### src/rtl/wdt_pkg.sv
package wdt_pkg;
  localparam int AW = 12;
  localparam logic [AW-1:0] OFS_LOAD  = 12'h000;
  localparam logic [AW-1:0] OFS_VALUE = 12'h004;
  localparam logic [AW-1:0] OFS_CTRL  = 12'h008;
  localparam logic [AW-1:0] OFS_CLR   = 12'h00C;
  localparam logic [AW-1:0] OFS_RAW   = 12'h010;
  localparam logic [AW-1:0] OFS_MASK  = 12'h014;
  localparam logic [AW-1:0] OFS_LOCK  = 12'hC00;
  localparam logic [AW-1:0] OFS_TCTL  = 12'hF00;
  localparam logic [AW-1:0] OFS_TOUT  = 12'hF04;
  localparam logic [AW-1:0] OFS_ID_LO = 12'hFD0;
  localparam logic [AW-1:0] OFS_ID_HI = 12'hFFC;
  localparam logic [31:0]   UNLOCK_KEY = 32'h1ACC_E551;
endpackage

### src/rtl/wdt_regs.sv
module wdt_regs
  import wdt_pkg::*;
#(
  parameter int DW = 32,
  parameter bit STICKY_IRQ_EN = 1'b0
) (
  input  logic          clk,
  input  logic          rst_n,
  input  logic          wr_en,
  input  logic [AW-1:0] addr,
  input  logic [DW-1:0] wdata,
  output logic [1:0]    ctrl,
  output logic          locked,
  output logic          test_en,
  output logic [1:0]    test_out,
  output logic [DW-1:0] load_q,
  output logic          load_wr,
  output logic          clr_wr
);
  logic wr_ok;
  logic ctrl_open;

  assign wr_ok   = wr_en && (!locked || addr == OFS_LOCK);
  assign load_wr = wr_ok && addr == OFS_LOAD;
  assign clr_wr  = wr_ok && addr == OFS_CLR;

  always_ff @(posedge clk or negedge rst_n) begin
    if (!rst_n) begin
      locked <= 1'b0;
      load_q <= '1;
      ctrl   <= '0;
    end else begin
      if (wr_en && addr == OFS_LOCK) locked <= (wdata != UNLOCK_KEY);
      if (load_wr) load_q <= wdata;
      if (wr_ok && addr == OFS_CTRL && ctrl_open) ctrl <= wdata[1:0];
    end
  end

  generate
    if (STICKY_IRQ_EN) begin : g_sticky
      assign ctrl_open = !ctrl[0];
      assign test_en   = 1'b0;
      assign test_out  = 2'b00;
    end else begin : g_plain
      logic       ten_q;
      logic [1:0] tout_q;
      assign ctrl_open = 1'b1;
      always_ff @(posedge clk or negedge rst_n) begin
        if (!rst_n) begin
          ten_q  <= 1'b0;
          tout_q <= 2'b00;
        end else begin
          if (wr_ok && addr == OFS_TCTL) ten_q  <= wdata[0];
          if (wr_ok && addr == OFS_TOUT) tout_q <= wdata[1:0];
        end
      end
      assign test_en  = ten_q;
      assign test_out = tout_q;
    end
  endgenerate
endmodule

### src/rtl/wdt_core.sv
module wdt_core #(
  parameter int DW = 32
) (
  input  logic          clk,
  input  logic          rst_n,
  input  logic          tick_en,
  input  logic          load_wr,
  input  logic          clr_wr,
  input  logic [DW-1:0] wdata,
  input  logic [DW-1:0] load_q,
  output logic [DW-1:0] cnt,
  output logic          run,
  output logic          raw,
  output logic          rst_st
);
  localparam logic [DW-1:0] ONE = DW'(1);

  always_ff @(posedge clk or negedge rst_n) begin
    if (!rst_n) begin
      cnt    <= '1;
      run    <= 1'b1;
      raw    <= 1'b0;
      rst_st <= 1'b0;
    end else if (load_wr) begin
      cnt <= wdata;
      run <= 1'b1;
    end else if (clr_wr) begin
      cnt <= load_q;
      raw <= 1'b0;
    end else if (run && tick_en) begin
      if (cnt == ONE) begin
        cnt <= '0;
        if (raw) begin
          rst_st <= 1'b1;
          run    <= 1'b0;
        end else begin
          raw <= 1'b1;
        end
      end else if (cnt == '0) begin
        cnt <= load_q;
      end else begin
        cnt <= cnt - ONE;
      end
    end
  end
endmodule

### src/rtl/wdt_readmux.sv
module wdt_readmux
  import wdt_pkg::*;
#(
  parameter int DW = 32
) (
  input  logic [AW-1:0] addr,
  input  logic [DW-1:0] load_q,
  input  logic [DW-1:0] cnt,
  input  logic [1:0]    ctrl,
  input  logic          raw,
  input  logic          locked,
  input  logic          test_en,
  output logic [DW-1:0] rdata
);
  logic [3:0] id_idx;
  logic [7:0] id_byte;

  assign id_idx = 4'((addr - OFS_ID_LO) >> 2);

  always_comb begin
    case (id_idx)
      4'd4:    id_byte = 8'h21;
      4'd5:    id_byte = 8'h43;
      4'd6:    id_byte = 8'h0B;
      4'd8:    id_byte = 8'h0D;
      4'd9:    id_byte = 8'hF0;
      4'd10:   id_byte = 8'h05;
      4'd11:   id_byte = 8'hB1;
      default: id_byte = 8'h00;
    endcase
  end

  always_comb begin
    rdata = '0;
    case (addr)
      OFS_LOAD:  rdata = load_q;
      OFS_VALUE: rdata = cnt;
      OFS_CTRL:  rdata = DW'(ctrl);
      OFS_RAW:   rdata = DW'(raw);
      OFS_MASK:  rdata = DW'(raw & ctrl[0]);
      OFS_LOCK:  rdata = DW'(locked);
      OFS_TCTL:  rdata = DW'(test_en);
      default: begin
        if (addr >= OFS_ID_LO && addr <= OFS_ID_HI && addr[1:0] == 2'b00)
          rdata = DW'(id_byte);
      end
    endcase
  end
endmodule

### src/rtl/wdt_apb2stage.sv
module wdt_apb2stage
  import wdt_pkg::*;
#(
  parameter int DW = 32,
  parameter bit STICKY_IRQ_EN = 1'b0
) (
  input  logic          clk,
  input  logic          rst_n,
  input  logic          psel,
  input  logic          penable,
  input  logic          pwrite,
  input  logic [11:0]   paddr,
  input  logic [31:0]   pwdata,
  output logic [31:0]   prdata,
  output logic          pready,
  output logic          pslverr,
  input  logic          tick_en,
  output logic          irq_o,
  output logic          rst_req_o
);
  logic          wr_en;
  logic [1:0]    ctrl;
  logic          locked, test_en, load_wr, clr_wr;
  logic [1:0]    test_out;
  logic [DW-1:0] load_q, cnt;
  logic          run, raw, rst_st;

  assign wr_en   = psel && penable && pwrite;
  assign pready  = 1'b1;
  assign pslverr = 1'b0;

  wdt_regs #(.DW(DW), .STICKY_IRQ_EN(STICKY_IRQ_EN)) u_regs (
    .clk(clk), .rst_n(rst_n), .wr_en(wr_en), .addr(paddr), .wdata(pwdata),
    .ctrl(ctrl), .locked(locked), .test_en(test_en), .test_out(test_out),
    .load_q(load_q), .load_wr(load_wr), .clr_wr(clr_wr)
  );

  wdt_core #(.DW(DW)) u_core (
    .clk(clk), .rst_n(rst_n), .tick_en(tick_en), .load_wr(load_wr),
    .clr_wr(clr_wr), .wdata(pwdata), .load_q(load_q), .cnt(cnt),
    .run(run), .raw(raw), .rst_st(rst_st)
  );

  wdt_readmux #(.DW(DW)) u_rd (
    .addr(paddr), .load_q(load_q), .cnt(cnt), .ctrl(ctrl), .raw(raw),
    .locked(locked), .test_en(test_en), .rdata(prdata)
  );

  assign irq_o     = test_en ? test_out[1] : (raw & ctrl[0]);
  assign rst_req_o = test_en ? test_out[0] : (rst_st & ctrl[1]);
endmodule

### config.mk
export PLATFORM = sky130hd
export DESIGN_NAME = wdt_apb2stage
export DESIGN_NICKNAME = d
export VERILOG_FILES = /design/src/rtl/wdt_pkg.sv /design/src/rtl/wdt_regs.sv /design/src/rtl/wdt_core.sv /design/src/rtl/wdt_readmux.sv /design/src/rtl/wdt_apb2stage.sv
export SDC_FILE = /design/constraint.sdc
export NUM_CORES = 1
export LEC_CHECK = 0
export BUFFER_PORTS_ARGS = -buffer_cell sky130_fd_sc_hd__buf_2
export CAP_MARGIN = 20
export CORE_ASPECT_RATIO = 0.9
export CORE_MARGIN = 2
export CORE_UTILIZATION = 40
export CTS_BUF_LIST = sky130_fd_sc_hd__clkbuf_8
export CTS_CLUSTER_SIZE = 16
export DETAILED_ROUTE_END_ITERATION = 6
export GPL_TIMING_DRIVEN = 1
export PLACE_DENSITY = 0.58
export SETUP_SLACK_MARGIN = 0.15
export SYNTH_ARGS = -nofsm -noshare
export SYNTH_HDL_FRONTEND = slang
export SYNTH_HIERARCHICAL = 1
export SYNTH_SLANG_ARGS = --single-unit
export TNS_END_PERCENT = 5
### constraint.sdc
create_clock -name clk -period 5 [get_ports clk]
set_clock_uncertainty 0.2 [all_clocks]
set_input_delay 0.25 -clock clk [delete_from_list [all_inputs] [get_ports clk]]
set_output_delay 0.25 -clock clk [all_outputs]
set_load 0.02 [all_outputs]
==> results.md, run 1 <==
Logic synthesis:
- Sequential cells were found to cover 38.25% of the synthesized design area.
- For this run, the number of Yosys warnings is 6.
- In the post-synthesis netlist, the biggest area contributors are sky130_fd_sc_hd__dfstp_2 34%, sky130_fd_sc_hd__mux2_2 8.6%, sky130_fd_sc_hd__a22o_1 4.4%.
- The number of synthesized flops with an enable pin is 0.
- The count of mapped cells out of synthesis is 509.
- The primary flip-flop cell chosen by synthesis mapping is sky130_fd_sc_hd__dfstp_2.
- In this run the cell area of the synthesized design comes to 4989 µm².
- In the synthesized netlist, the cells that appear most often are 65 x sky130_fd_sc_hd__dfstp_2, 38 x sky130_fd_sc_hd__mux2_2, 28 x sky130_fd_sc_hd__nor2_1.
- Synthesis instantiated 66 different standard cells from the library.
- Counting flops and latches in the post-synthesis netlist gives 73.
- The library cell occupying the most area in the post-synthesis netlist is sky130_fd_sc_hd__dfstp_2.
- The synthesized netlist net count is 561.
- By instance count, the leading cell after synthesis is sky130_fd_sc_hd__dfstp_2.
- The proportion of register bits with asynchronous set or reset after synthesis is 100.0%.
- Dividing the synthesized area by the synthesized cell count gives 9.801 µm².
- The fraction of synthesized cell area taken by the top area cell type is 34.24%.

Timing:
- The worst pin sits at a relative slew slack of 35.70%.
- The post-route setup TNS is 0 ps.
- Setup repair after global routing left no endpoint under its margin.
- The number of endpoints failing setup at the final stage is 0.
- The shortest clock period the worst path allows after layout is 3283 ps.
- The hold violation count in the final report is 0.
- The number of pins with negative max-slew slack in the final report was 0.
- The final cycle utilization of the critical path is 65.67%.
- The transition time of the tightest slew-check pin is 957.3 ps.
- Based on the critical path, the design can be clocked at up to 304.6 MHz.

Final layout:
- The area overhead of the layout relative to synthesis is 20.32%.
- After routing the design area is 6002 µm².
- The number of nets at the end of the flow is 653.
- The diode insertion count for antenna repair is 0.
- Registers take 1908 µm².
- The fraction of layout instances using a drive strength above 1 is 38.12%.
- The multi-input combinational cell area is 2841 µm².
- The fill cell total of the finished layout is 1175.

Global route:
- The first global-routing pass estimated 24670 µm of wire.
- The overflow left after global routing is 0.
- The initial antenna violation count is 0.
- The global-route usage over all layers is 24.09%.
- The number of global-route vias before repair is 4448.
- Entering global routing, the biggest net connects 74 pins.

Routing:
- The first TritonRoute pass finished after 5 iterations.
- For this block, the initial DRC count from the detailed router was 425.
- After detailed routing, the total wire length is 15720 µm.
- In the routed design, unresolved DRC markers number 0.
- The ratio of routed vias to standard cells is 6.157.
- The count of nets left with antenna violations once routing finished came out at 0.
- Summing over every cut layer, the via total after detailed routing is 4716.
- The wire length per cell is 20.52 µm.

Floorplan:
- From bottom edge to top edge, the die measures 109.9 µm.
- For this configuration, the core starts out at a cell density of 41.15%.
- The floorplan step defined a core boundary enclosing 12120 µm².
- The I/O pin count is 86.
- Row generation in the floorplan step produced 38 rows.
- The die boundary width is 121.7 µm.
- The die covers 13380 µm².

Clocking:
- Once the clock tree was built, the resizer swapped 0 gates to a different size.
- The later pin in the worst-skew pair is clocked with a latency of 360 ps.
- The root buffer cell chosen for the clock tree is sky130_fd_sc_hd__clkbuf_8.
- CTS saw 73 sinks.
- The CTS tree is done.
- After clock tree synthesis, the clock-pin slew on the worst setup and hold paths is 80 ps.
- The clock passes through at most 2 buffers.
- The H-tree depth is 3.
- In this run, CTS created clock tree buffers numbering 9.

Job:
- The max-cap violation count is 0.

Setup path:
- The critical path's most frequent cell is sky130_fd_sc_hd__nand2_1.
- The longest individual stage delay on the worst path is 750 ps.
- The critical path class is register to register.
- The slowest stage of the critical path is the sky130_fd_sc_hd__nor4_4 cell.
- For the worst setup path, the data arrival time is 3360 ps.
- The worst register-to-register path ends at u_core/cnt[26]$_DFFE_PN1P_.
- On the critical path the largest part of the delay comes from simple AND/OR/NAND/NOR gates.
- The category of the worst setup path capture point is a register.
- The worst setup path is launched from a register.
- For the worst flop-to-flop path, the logic depth is 6.
- Together, buffers and inverters on the worst path number 0.
- The signal on the critical path passes through nor4b_1 > nand2_1 > nor4_4 > a211o_1 > nand2_1 > o31ai_1.
- The largest driver fanout on the critical path is 20.
- The startpoint identified for the worst register-to-register timing path is u_regs/locked$_DFFE_PN0P_.
- For the worst setup path, the data required time is 5070 ps.
- The setup check on the worst reg-to-reg path leaves a slack of 1720 ps.

Worst hold path:
- The path class of the tightest hold or removal check is primary input to register.
- The worst hold path begins at pwdata[2].
- Along the worst hold path, the cell count comes to 2.
- The worst hold path terminates at u_regs/load_q[2]$_DFFE_PN1P_.

Placed design:
- The routability congestion estimate is 0.8389.
- After detailed placement, the total cell area comes to 5448 µm².
- Detailed placement finished with a half-perimeter wire length of 10380 µm.
- Buffers placed on the I/O ports in this run total 83.

Pwr:
- The leakage component of the power is 2.476 nW.
- For this design the ratio of total power to cell area is 231.0 nW/µm².
- Across the VDD grid, the largest voltage drop is 0.0002002 V.

Status:
- The flow ran to the end, and the final reports show no timing, DRC or antenna violations.
==> area by class of cell <==
cell class | instances | share of cell area [%]
multi-input cells | 389 | 47.34
flip-flops and latches | 73 | 31.79
repair buffers | 122 | 13.09
well taps | 160 | 3.335
clock buffers | 10 | 2.293
clock inverters | 6 | 1.772
inverters | 6 | 0.3752
==> repair_timing <==
action,4_1_cts,5_1_grt
endpoints found under the hold margin,54,0
hold buffers,31,0
buffers inserted,0,0
==> logic make-up after synthesis <==
| group | Yosys count | share of synthesized area, % |
|---|---|---|
| buffers and inverters | 47 | 5.117 |
| AND/OR/NAND/NOR | 168 | 20.47 |
| adder cells (fa/ha/maj) | 2 | 0.5016 |
| flip-flops | 73 | 38.25 |
| other | 2 | 0.1505 |
| AO/OA/AOI/OAI | 145 | 20.79 |
| multiplexers | 45 | 9.982 |
| XOR/XNOR | 27 | 4.740 |
==> where the power goes <==
part	internal, mW	switching [mW]	total, mW
combinational	0.0819	0.112	0.194
sequential	0.604	0.0119	0.616
clock	0.343	0.234	0.576
total	1.03	0.358	1.39
==> per-layer routing <==
layer  share of wire, %  up-vias  track usage, %  wire length, µm
met5                  0        -               0                0
met4               0.97        0           4.926              153
met3                6.9       17           4.149             1087
met2                 45      198           38.40             7027
met1                 47     2328           34.54             7447
li1                   -     2173               -                -
==> sequential cells by signal, indices dropped and copies added (netlist names) <==
register         cells
u_core/rst_st        1
u_core/run           1
u_core/cnt          32
u_regs/ctrl          2
u_core/raw           1
u_regs/load_q       32
u_regs/test_en       1
u_regs/test_out      2
u_regs/locked        1
==> worst max-delay path by stage <==
| stage | to | startpoint | cells after the start |
|---|---|---|---|
| after CTS | u_core/cnt[16]$_DFFE_PN1P_ | u_regs/locked$_DFFE_PN0P_ | 6 |
| after global routing | u_core/cnt[16]$_DFFE_PN1P_ | u_regs/locked$_DFFE_PN0P_ | 6 |
| after global placement | u_core/cnt[16]$_DFFE_PN1P_ | paddr[1] | 7 |
| after detailed placement | u_core/cnt[16]$_DFFE_PN1P_ | paddr[1] | 7 |
| after floorplan | u_core/cnt[12]$_DFFE_PN1P_ | u_core/cnt[20]$_DFFE_PN1P_ | 9 |
| final | u_core/cnt[26]$_DFFE_PN1P_ | u_regs/locked$_DFFE_PN0P_ | 6 |
==> cell usage in the layout (no fill, tap or decap), types with 5 or more instances in the layout <==
master	instances
sky130_fd_sc_hd__a221oi_1	7
sky130_fd_sc_hd__buf_2	83
sky130_fd_sc_hd__clkbuf_8	10
sky130_fd_sc_hd__nor3_1	25
sky130_fd_sc_hd__nor2_1	28
sky130_fd_sc_hd__o22ai_1	20
sky130_fd_sc_hd__nand4_1	7
sky130_fd_sc_hd__nand2_1	23
sky130_fd_sc_hd__nor4_1	17
sky130_fd_sc_hd__a221o_1	7
sky130_fd_sc_hd__a22oi_1	11
sky130_fd_sc_hd__a21oi_1	22
sky130_fd_sc_hd__inv_1	7
sky130_fd_sc_hd__dlygate4sd3_1	31
sky130_fd_sc_hd__xnor2_1	18
sky130_fd_sc_hd__mux2_2	38
sky130_fd_sc_hd__a22o_1	25
sky130_fd_sc_hd__a222oi_1	5
sky130_fd_sc_hd__dfstp_2	65
sky130_fd_sc_hd__dfrtp_1	8
sky130_fd_sc_hd__o21ai_0	13
sky130_fd_sc_hd__buf_4	8
sky130_fd_sc_hd__o21ai_1	10
sky130_fd_sc_hd__or4_1	6
sky130_fd_sc_hd__xor2_1	9
sky130_fd_sc_hd__mux2i_1	7
sky130_fd_sc_hd__nand3_1	8
sky130_fd_sc_hd__or3_1	7
==> metrics by stage <==
| stage | cells | hold slack [ps] | power, mW | util [%] | setup WS [ps] |
|---|---|---|---|---|---|
| global route | 766 | 0.4801 | 1.451 | 49.50 | 1574 |
| floorplan | 509 | -245.6 | 0.7286 | - | 2333 |
| global placement | 719 | 257.6 | 0.7960 | 44.93 | 1797 |
| detailed placement | 719 | 257.3 | 0.7979 | 44.93 | 1639 |
| CTS | 766 | 10.48 | 1.401 | 49.50 | 1804 |
| finish | 766 | 22.74 | 1.387 | 49.50 | 1717 |
Note: power is estimated with default switching activity, not from simulation.
==> inputs of run 2 (changes only) <==
Settings changed: PLACE_DENSITY 0.58 to 0.6.
Clock period 5 ns to 2.7 ns, I/O delays scaled along.
==> run 2 against run 1 <==
Compared with the run above:
- power up 82%
- design area increased by 6.1%
- via count up 5.1%
- worst hold slack better by 42 ps
- combinational power up 110%
- sequential share of layout area decreased by 1.8 points
- die area stayed put
- fmax is 27% higher
- sequential power up 85%
- worst setup slack lost 1600 ps
- largest power group unchanged
==> results.md, run 2 (same netlist as run 1, synthesis figures left out) <==
Status:
- Status: finished, final reports clean (unchanged).

Timing:
- The number of pins with negative max-slew slack in the final report came to 0 (unchanged).
- The shortest clock period the worst path allows after layout is 2588 ps (was 3283 ps).
- The highest achievable clock rate is 386.4 MHz (was 304.6 MHz).
- The post-route setup TNS is 0 ps (unchanged).
- Setup repair after global routing missed its margin: true (was false).
- The number of endpoints failing setup at the final stage came to 0 (unchanged).
- The hold violation count in the final report is 0 (unchanged).
- The final cycle utilization of the critical path was 95.85% (was 65.67%).
- The transition time of the tightest slew-check pin is 552.5 ps (was 957.3 ps).
- The final worst setup slack is 112.1 ps (was 1717 ps).
- The max-slew headroom at the worst pin is 63.16% (was 35.70%).

Clocking:
- The cell chosen for the clock root is sky130_fd_sc_hd__clkbuf_8 (unchanged).
- The TritonCTS sink count is 73 (unchanged).
- The number of buffers added by the clock tree synthesis step was 9 (unchanged).
- The H-tree depth is 3 (unchanged).
- The number of buffers on the longest clock path was 2 (unchanged).
- The clock slew seen by the registers of the worst setup and hold paths is 80 ps (about the same).
- The worst-skew pair later-pin latency is 380 ps (was 360 ps).
- The CTS tree is done (unchanged).

Placed design:
- The placement-stage worst setup slack is 47.27 ps (was 1639 ps).
- The routability congestion estimate is 0.8940 (was 0.8389).
- The count of port buffers added during placement was 83 (unchanged).
- The area of placed instances is 5753 µm² (was 5448 µm²).
- The post-detailed-placement half-perimeter wirelength came to 11440 µm (was 10380 µm).

Final layout:
- Top flop regs: u_core/cnt x32, u_regs/load_q x32 (unchanged).
- The fraction of layout instances using a drive strength above 1 is 42.41% (was 38.12%).
- The total non-filler cell area in the finished layout is 6367 µm² (was 6002 µm²).
- The area overhead of the layout relative to synthesis is 27.64% (was 20.32%).
- The fill cell total of the finished layout is 1136 (was 1175).
- Most used cells in the layout excluding fill and tap cells: 83 x sky130_fd_sc_hd__buf_2, 65 x sky130_fd_sc_hd__dfstp_2, 41 x sky130_fd_sc_hd__buf_4, 38 x sky130_fd_sc_hd__mux2_2, 34 x sky130_fd_sc_hd__dlygate4sd3_1 (was 83 x sky130_fd_sc_hd__buf_2, 65 x sky130_fd_sc_hd__dfstp_2, 38 x sky130_fd_sc_hd__mux2_2, 31 x sky130_fd_sc_hd__dlygate4sd3_1, 28 x sky130_fd_sc_hd__nor2_1).
- The most common library cell in the layout ignoring fill and taps is sky130_fd_sc_hd__buf_2 (unchanged).
- The final design utilization was 52.52% (was 49.50%).
- The diode insertion count for antenna repair is 0 (unchanged).
- The number of nets at the end of the flow was 693 (was 653).

Floorplan:
- The height of the die was 109.9 µm (unchanged).
- The die boundary width is 121.7 µm (unchanged).
- The overall die area was 13380 µm² (unchanged).
- The number of standard-cell rows in the floorplan is 38 (unchanged).
- The placeable core area is 12120 µm² (unchanged).
- The I/O pin count is 86 (unchanged).
- The initial cell density of the core was 41.15% (unchanged).

Routing:
- The remaining number of nets flagged by the antenna check after routing came to 0 (unchanged).
- The wire length per cell is 20.12 µm (was 20.52 µm).
- The post-route DRC violation count is 0 (unchanged).
- The ratio of routed vias to standard cells is 6.150 (was 6.157).
- The final wirelength is 16220 µm (was 15720 µm).
- The initial detailed-routing violation count is 411 (was 425).
- The number of iterations in the first detailed-routing pass came to 6 (was 5).
- The total number of vias is 4957 (was 4716).

Global route:
- The largest net degree at the start of global routing was 32 (was 74).
- The overflow left after global routing came to 0 (unchanged).
- The initial antenna violation count is 0 (unchanged).
- The first-pass GRT wire length is 25470 µm (was 24670 µm).
- The global-route usage over all layers came to 24.84% (was 24.09%).
- The number of global-route vias before repair was 4791 (was 4448).

Pwr:
- The power per cell area is 396.7 nW/µm² (was 231.0 nW/µm²).
- The total power of the final layout was 2.526 mW (was 1.387 mW).
- The worst ir drop on vdd is 0.0002960 V (was 0.0002002 V).
- The leakage component of the power is 2.675 nW (was 2.476 nW).

Setup path:
- The category of the worst setup path capture point is a register (unchanged).
- The critical path class is register to register (unchanged).
- The launch point of the critical path is u_core/cnt[24]$_DFFE_PN1P_ (was u_regs/locked$_DFFE_PN0P_).
- The required time of the critical path came to 2800 ps (was 5070 ps).
- The critical path startpoint category is a register (unchanged).
- The largest driver fanout on the critical path was 7 (was 20).
- The arrival time at the worst endpoint is 2690 ps (was 3360 ps).
- The launching point of the worst reg2reg path is u_core/cnt[24]$_DFFE_PN1P_ (was u_regs/locked$_DFFE_PN0P_).
- The worst reg-to-reg setup slack is 110 ps (was 1720 ps).

Worst hold path:
- The worst min-delay path category is primary input to register (unchanged).
- The startpoint of the lowest-slack hold path is paddr[8] (was pwdata[2]).

Job:
- The max-cap violation count is 0 (unchanged).
## run 2: changes by cell type in the layout (fill, tap and decap cells not counted), moves of 2 or more
cell / delta
sky130_fd_sc_hd__buf_12: +3
sky130_fd_sc_hd__buf_4: +33
sky130_fd_sc_hd__clkinv_4: +2
sky130_fd_sc_hd__dlygate4sd3_1: +3
sky130_fd_sc_hd__nor4_1: -2
sky130_fd_sc_hd__nor4_2: +2
sky130_fd_sc_hd__or3_1: -2
sky130_fd_sc_hd__or3_4: +2
## run 2: cell type report
class,instances,area (µm²),share of cell area [%]
clock buffers,9,123.9,1.945
well taps,160,200.2,3.144
flip-flops and latches,73,1908,29.97
inverters,6,22.52,0.3537
multi-input cells,389,2883,45.27
repair buffers,162,1135,17.82
clock inverters,7,95.09,1.493
## run 2: layer usage
metal	up-vias	wire [µm]	GRT usage (%)
met4	0	312	8.867
met2	235	7447	39.33
met3	22	1299	4.512
met1	2444	7158	34.17
met5	-	0	0
li1	2256	-	-
## run 2: final timing paths
kind,end,cells after the start
max,u_core/cnt[29]$_DFFE_PN1P_,8
min,u_regs/locked$_DFFE_PN0P_,5
max reg2reg,u_core/cnt[29]$_DFFE_PN1P_,8
min reg2reg,u_core/rst_st$_DFFE_PN0P_,1
max in group asynchronous,u_regs/load_q[12]$_DFFE_PN1P_,3
min in group asynchronous,u_core/cnt[28]$_DFFE_PN1P_,2
## run 2: stage by stage
stage | instances | hold slack [ps]
after floorplan | 509 | -360.6
after global placement | 754 | 200.0
after detailed placement | 754 | 206.4
after CTS | 803 | -167.7
after global routing | 806 | 76.95
final | 806 | 65.16
## run 2: critical path, cell delays in order (launching register included)
cell	delay, ps
sky130_fd_sc_hd__dfstp_2	400
sky130_fd_sc_hd__or4_4	510
sky130_fd_sc_hd__or4_4	490
sky130_fd_sc_hd__buf_4	190
sky130_fd_sc_hd__nor4_4	180
sky130_fd_sc_hd__nor2_2	110
sky130_fd_sc_hd__buf_4	170
sky130_fd_sc_hd__mux2i_1	110
sky130_fd_sc_hd__o21ai_0	150
## run 2: timing repair
action                                  4_1_cts  5_1_grt
pin swaps                                     0        3
hold endpoints to repair                     89        2
hold buffers                                 33        1
endpoints found under the setup margin       18       33
setup buffers                                 0        2
resized for setup                             1        7
## run 2: report_power, final
part           switching (mW)  internal (mW)  total [mW]
Sequential             0.0215           1.12        1.14
Clock                   0.459          0.520       0.978
Combinational           0.221          0.186       0.407
Total                   0.701           1.83        2.53
